[src/rtl/cvt_ready_pkg.sv]
// Shared types for the conversion-ready pin generator.
package cvt_ready_pkg;

    // Source policy selected by the two-bit source field.
    typedef enum logic [1:0] {
        SRC_LAGGING     = 2'b00,
        SRC_ANY         = 2'b01,
        SRC_LEADING     = 2'b10,
        SRC_LEADING_ALT = 2'b11
    } src_mode_e;

endpackage

[src/rtl/cvt_ready_flag_bank.sv]
// Per-channel new-data flags.
// A strobe on an enabled channel sets its flag. A read-acknowledge clears
// all flags, and a same-cycle strobe wins over the acknowledge.
// Assumes strobes are single-cycle and synchronous to clk.
module cvt_ready_flag_bank #(
    parameter int NUM_CH = 2
) (
    input  logic              clk,
    input  logic              rst_n,
    input  logic [NUM_CH-1:0] strobe,
    input  logic [NUM_CH-1:0] enable,
    input  logic              ack,
    output logic [NUM_CH-1:0] accept,
    output logic [NUM_CH-1:0] flags_d,
    output logic [NUM_CH-1:0] flags_q
);

    genvar gi;
    generate
        for (gi = 0; gi < NUM_CH; gi++) begin : g_ch
            // Strobe acceptance for one channel.
            always_comb begin
                accept[gi] = strobe[gi] & enable[gi];
            end

            // Next flag value: set wins over clear.
            always_comb begin
                if (accept[gi])
                    flags_d[gi] = 1'b1;
                else if (ack)
                    flags_d[gi] = 1'b0;
                else
                    flags_d[gi] = flags_q[gi];
            end

            // Flag storage.
            always_ff @(posedge clk) begin
                if (!rst_n)
                    flags_q[gi] <= 1'b0;
                else
                    flags_q[gi] <= flags_d[gi];
            end
        end
    endgenerate

endmodule

[src/rtl/cvt_ready_source_policy.sv]
// Combines channel flags into a ready condition and a pulse trigger.
// Lagging needs all enabled flags set; any/leading need one enabled flag.
// The any policy triggers on every accepted strobe. Lagging and leading
// trigger only when the condition rises.
// Assumes flags_d is the value flags_q takes at the next edge.
module cvt_ready_source_policy #(
    parameter int NUM_CH = 2
) (
    input  logic              clk,
    input  logic              rst_n,
    input  logic [NUM_CH-1:0] flags_q,
    input  logic [NUM_CH-1:0] flags_d,
    input  logic [NUM_CH-1:0] enable,
    input  logic [NUM_CH-1:0] accept,
    input  logic [1:0]        src_sel,
    output logic              cond_now,
    output logic              trigger
);
    import cvt_ready_pkg::*;

    src_mode_e mode;
    logic      cond_next;
    logic      cond_q;

    // Evaluates the selected policy on a flag vector.
    function automatic logic eval_cond(input logic [NUM_CH-1:0] f,
                                       input logic [NUM_CH-1:0] en,
                                       input src_mode_e m);
        logic any_en;
        logic all_set;
        logic any_set;
        any_en  = |en;
        all_set = any_en && ((f & en) == en);
        any_set = |(f & en);
        if (m == SRC_LAGGING)
            return all_set;
        return any_set;
    endfunction

    // Decode of the source field.
    always_comb begin
        mode = src_mode_e'(src_sel);
    end

    // Condition on current and next flag state.
    always_comb begin
        cond_now  = eval_cond(flags_q, enable, mode);
        cond_next = eval_cond(flags_d, enable, mode);
    end

    // Condition history for edge detection.
    always_ff @(posedge clk) begin
        if (!rst_n)
            cond_q <= 1'b0;
        else
            cond_q <= cond_next;
    end

    // Pulse trigger per policy.
    always_comb begin
        case (mode)
            SRC_ANY: trigger = |accept;
            default: trigger = cond_next & ~cond_q;
        endcase
    end

endmodule

[src/rtl/cvt_ready_pulse_shaper.sv]
// Output stage: a held level or a fixed-length pulse, plus the idle drive
// selection. Assumes PULSE_LEN >= 1.
module cvt_ready_pulse_shaper #(
    parameter int PULSE_LEN = 4
) (
    input  logic clk,
    input  logic rst_n,
    input  logic trigger,
    input  logic cond_now,
    input  logic fmt_pulse,
    input  logic idle_hiz,
    output logic pin_n,
    output logic oe
);
    localparam int CNT_W = $clog2(PULSE_LEN + 1);

    logic [CNT_W-1:0] cnt_q;
    logic             asserted;

    // Pulse-length counter, restarted by each trigger.
    always_ff @(posedge clk) begin
        if (!rst_n)
            cnt_q <= '0;
        else if (trigger)
            cnt_q <= CNT_W'(PULSE_LEN);
        else if (cnt_q != '0)
            cnt_q <= cnt_q - 1'b1;
    end

    // Format selection.
    always_comb begin
        asserted = fmt_pulse ? (cnt_q != '0) : cond_now;
    end

    // Pin drive and release.
    always_comb begin
        pin_n = ~asserted;
        oe    = asserted | ~idle_hiz;
    end

endmodule

[src/rtl/cvt_ready_pin.sv]
// Top of the conversion-ready pin generator. It wires the flag bank, the
// source policy and the output shaper. All inputs are synchronous to clk.
module cvt_ready_pin #(
    parameter int NUM_CH    = 2,
    parameter int PULSE_LEN = 4
) (
    input  logic              clk,
    input  logic              rst_n,
    input  logic [NUM_CH-1:0] conv_strobe,
    input  logic [NUM_CH-1:0] ch_enable,
    input  logic [1:0]        src_sel,
    input  logic              idle_hiz,
    input  logic              fmt_pulse,
    input  logic              rd_ack,
    output logic              rdy_pin_n,
    output logic              rdy_oe,
    output logic [NUM_CH-1:0] new_data
);

    logic [NUM_CH-1:0] accept;
    logic [NUM_CH-1:0] flags_d;
    logic [NUM_CH-1:0] flags_q;
    logic              cond_now;
    logic              trigger;

    cvt_ready_flag_bank #(.NUM_CH(NUM_CH)) u_flags (
        .clk     (clk),
        .rst_n   (rst_n),
        .strobe  (conv_strobe),
        .enable  (ch_enable),
        .ack     (rd_ack),
        .accept  (accept),
        .flags_d (flags_d),
        .flags_q (flags_q)
    );

    cvt_ready_source_policy #(.NUM_CH(NUM_CH)) u_policy (
        .clk      (clk),
        .rst_n    (rst_n),
        .flags_q  (flags_q),
        .flags_d  (flags_d),
        .enable   (ch_enable),
        .accept   (accept),
        .src_sel  (src_sel),
        .cond_now (cond_now),
        .trigger  (trigger)
    );

    cvt_ready_pulse_shaper #(.PULSE_LEN(PULSE_LEN)) u_shaper (
        .clk       (clk),
        .rst_n     (rst_n),
        .trigger   (trigger),
        .cond_now  (cond_now),
        .fmt_pulse (fmt_pulse),
        .idle_hiz  (idle_hiz),
        .pin_n     (rdy_pin_n),
        .oe        (rdy_oe)
    );

    // Flags are visible directly.
    always_comb begin
        new_data = flags_q;
    end

endmodule

[config.mk]
export PLATFORM = sky130hd
export DESIGN_NAME = cvt_ready_pin
export DESIGN_NICKNAME = d
export VERILOG_FILES = /design/src/rtl/cvt_ready_pkg.sv /design/src/rtl/cvt_ready_flag_bank.sv /design/src/rtl/cvt_ready_source_policy.sv /design/src/rtl/cvt_ready_pulse_shaper.sv /design/src/rtl/cvt_ready_pin.sv
export SDC_FILE = /design/constraint.sdc
export NUM_CORES = 1
export LEC_CHECK = 0
export BUFFER_PORTS_ARGS = -buffer_cell sky130_fd_sc_hd__clkbuf_2
export CAP_MARGIN = 10
export CORE_MARGIN = 2
export CORE_UTILIZATION = 25
export CTS_CLUSTER_SIZE = 24
export DETAILED_ROUTE_END_ITERATION = 10
export GPL_ROUTABILITY_DRIVEN = 0
export SLEW_MARGIN = 20
export SYNTH_ARGS = -nofsm -noshare
export SYNTH_HDL_FRONTEND = slang
export SYNTH_SLANG_ARGS = --single-unit
[constraint.sdc]
create_clock -name clk -period 1.3 [get_ports clk]
set_input_delay 0.26 -clock clk [delete_from_list [all_inputs] [get_ports clk]]
set_output_delay 0.26 -clock clk [all_outputs]
set_load 0.005 [all_outputs]
==> impl_metrics.py <==
metrics = {
    "yosys": {
        "synth_fa_ha_area_share_pct": 5.83,
        "syn_area_per_cell_sq_um": 7.80,
        "syn_nets": 68,
        "postSynthCellCount": 55,
        "ys_seq_area_share_pct": 28.0,
        "yosys_most_used_dff": "dfxtp_1",
        "synth_area_leaders": "dfxtp_1 (28%), nor2b_1 (12%), ha_1 (5.8%)",
        "synth_top_area_cell": "dfxtp_1",
        "synth.area.mux_share_pct": 0,
        "synth_top_family_by_area": "simple AND/OR/NAND/NOR gates",
        "yosys_warnings": 0,
        "ys_types": 24,
        "synth-simple-area-share_pct": 35.3,
        "synth_top_area_share_pct": 28.0,
        "synth_edf_count": 0,
        "synth_xor_area_share_pct": 2.04,
        "synth_common_cells": "nor2b_1 (8), dfxtp_1 (6), nand2_1 (5)",
        "synthArstFlopShare_pct": 0,
        "netlist_area_sq_um": 429,
        "ys_seq_elements": 6,
        "synth_compound_area_share_pct": 25.4,
        "yosysMostFrequentCell": "nor2b_1",
    },
    "route": {
        "ant_nets": 0,
        "wl_per_cell_um": 12.4,
        "num_vias": 494,
        "wirelength_mm": 1.19,
        "route.detailed.drc": 0,
        "via_per_inst": 5.15,
        "drtIter0Drc": 7,
        "drt_first_pass_iters": 4,
    },
    "timing": {
        "relSlewSlack_pct": 77.5,
        "final-hold-violation-count": 0,
        "period_needed_ps": 1460,
        "setup_viol": 2,
        "fin_crit_sh_pct": 112,
        "finalClockSkew_ps": 9.08,
        "maxSlewViolCount": 0,
        "worstMarginPinSlew_ps": 336,
        "fmax_mhz": 686,
        "whs_ps": 298,
        "layout_setup_ws_ps": -158,
        "rsz0062_at_grt": "true",
    },
    "worst_setup_path": {
        "cpPeakStageDelay_ps": 310,
        "arrival_ps": 1200,
        "worstPathRequired_ps": 1040,
        "worstSetupPathType": "flop to output pin",
        "cp-start-kind": "flop",
        "reg2reg_slack_ps": 60,
        "crit_slowest_cell": "dfxtp_2",
        "endpoint_kind": "output pin",
        "critical_path.cell_chain": "inv_2 -> ha_4 -> nor2b_4 -> nand2_1 -> o21ai_1 -> nand2_1 -> clkbuf_2",
        "critPathMaxFanout": 2,
        "cp_common_cell": "nand2_1",
    },
    "floorplanning": {
        "core_sq_um": 1560,
        "rows": 14,
        "die_w_um": 45.4,
        "dieArea_sq_um": 2060,
        "ioPinCount": 15,
        "die_h_um": 45.4,
        "start_util_pct": 27.5,
    },
    "global_route": {
        "grt_pass1_vias": 463,
        "antenna_found_initial": 0,
        "grt_pass1_wl_mm": 1.94,
        "grt_remaining_overflow": 0,
        "grt_max_degree": 6,
        "grt_usage_pct": 13.4,
    },
    "outcome": {
        "failed_checks": "setup timing",
        "status": "complete, but fails checks",
    },
    "clock_network": {
        "h-tree-depth": 1,
        "cts_hold_buf": 0,
        "cts_buffer_depth": 2,
        "cts_tree": "done",
        "insertion_delay_ps": 250,
        "cts-root-buf": "clkbuf_4",
        "numCtsBuffers": 3,
        "path_clk_slew_ps": 50,
        "numClockSinks": 6,
    },
    "power_and_ir_drop": {
        "ir_worst_vdd_uv": 762,
        "p_leak_nw": 0.301,
        "powerDensity_nw_per_um2": 1790,
        "p_total_mw": 1.23,
    },
    "final_layout": {
        "drive_gt1_share_pct": 55.0,
        "multi_input_area_sq_um": 374,
        "regArea_sq_um": 126,
        "fillers": 158,
        "fin_nets": 95,
        "final_util_pct": 44.1,
        "area_growth_pct": 60.3,
        "diodes": 0,
    },
    "place": {
        "io_buffers": 14,
        "place_hpwl_um": 840,
    },
    "flow_run": {
        "cap_violations": 0,
    },
    "min_path": {
        "hp-class": "input port to flop",
    },
}
worst max-delay path: cells and delay by family (launching register included):
family	cells	cell delay (ps)
DFF	1	310
and+or+nand+nor	3	250
buffers and inverters	2	180
AOI/OAI and AO/OA	1	80
adders and majority gates	1	130
cell usage in the layout (no fill, tap or decap), types with 2 or more instances in the layout:
master / count
nor2_1: 3
ha_4: 2
nor3_2: 2
inv_1: 2
buf_4: 8
nor3_1: 2
dfxtp_2: 2
inv_2: 2
dfxtp_1: 3
nor2b_1: 6
nand2_1: 5
clkbuf_4: 3
o32ai_2: 2
clkbuf_2: 13
a21oi_1: 3
nand2b_1: 2
layer usage:
| metal | wire (um) | GRT usage [%] |
|---|---|---|
| met2 | 597 | 21.7 |
| met1 | 510 | 15.1 |
| met5 | 0 | 0 |
| met4 | 9 | 10.6 |
| met3 | 70 | 2.38 |
sequential cells by signal (all words and copies together) (netlist names):
signal / flops
u_shaper.cnt_q: 3
u_flags.flags_q: 2
u_policy.cond_q: 1
cell families after synthesis:
kind of cell	count (synthesis)
AND/OR/NAND/NOR	27
AO/OA/AOI/OAI	15
flip-flops	6
buffers and inverters	4
adder cells (fa/ha/maj)	2
XOR/XNOR	1
power breakdown:
group / total, mW / switching (mW) / internal, mW
logic: 0.773 / 0.339 / 0.434
clock network: 0.176 / 0.0711 / 0.105
registers: 0.282 / 0.0408 / 0.241
total: 1.23 / 0.451 / 0.780
worst paths after layout:
kind | startpoint | end | depth (start not counted)
hold / removal | conv_strobe[0] | u_flags.flags_q[0]$_SDFF_PN0_ | 3
hold reg to reg | u_shaper.cnt_q[1]$_SDFFE_PP0N_ | u_shaper.cnt_q[1]$_SDFFE_PP0N_ | 2
setup reg to reg | u_flags.flags_q[1]$_SDFF_PN0_ | u_shaper.cnt_q[2]$_SDFFE_PN0P_ | 5
setup / recovery | u_shaper.cnt_q[0]$_SDFFE_PP0N_ | rdy_oe | 7
repair_timing:
action | CTS | global route
endpoints found under the setup margin | 2 | 6
buffers inserted | 4 | 1
pin swaps | 4 | 5
resized for setup | 11 | 12
final cells by class:
class | count | area share (%)
clock buffer | 3 | 3.27
inverter | 4 | 2.18
multi-input combinational | 45 | 54.4
sequential | 6 | 18.4
tap | 16 | 2.91
timing repair buffer | 22 | 18.9
stage by stage:
stage,worst slack (ps),cells,TNS [ps],cell area (sq um)
2_1_floorplan,63.8,55,0,432
3_3_place_gp,3.94,90,0,559
3_5_place_dp,-41.6,90,-41.6,559
4_1_cts,-174,97,-306,647
5_1_grt,-246,96,-434,688
6_report,-158,96,-277,688
(Power assumes the default switching activity.)
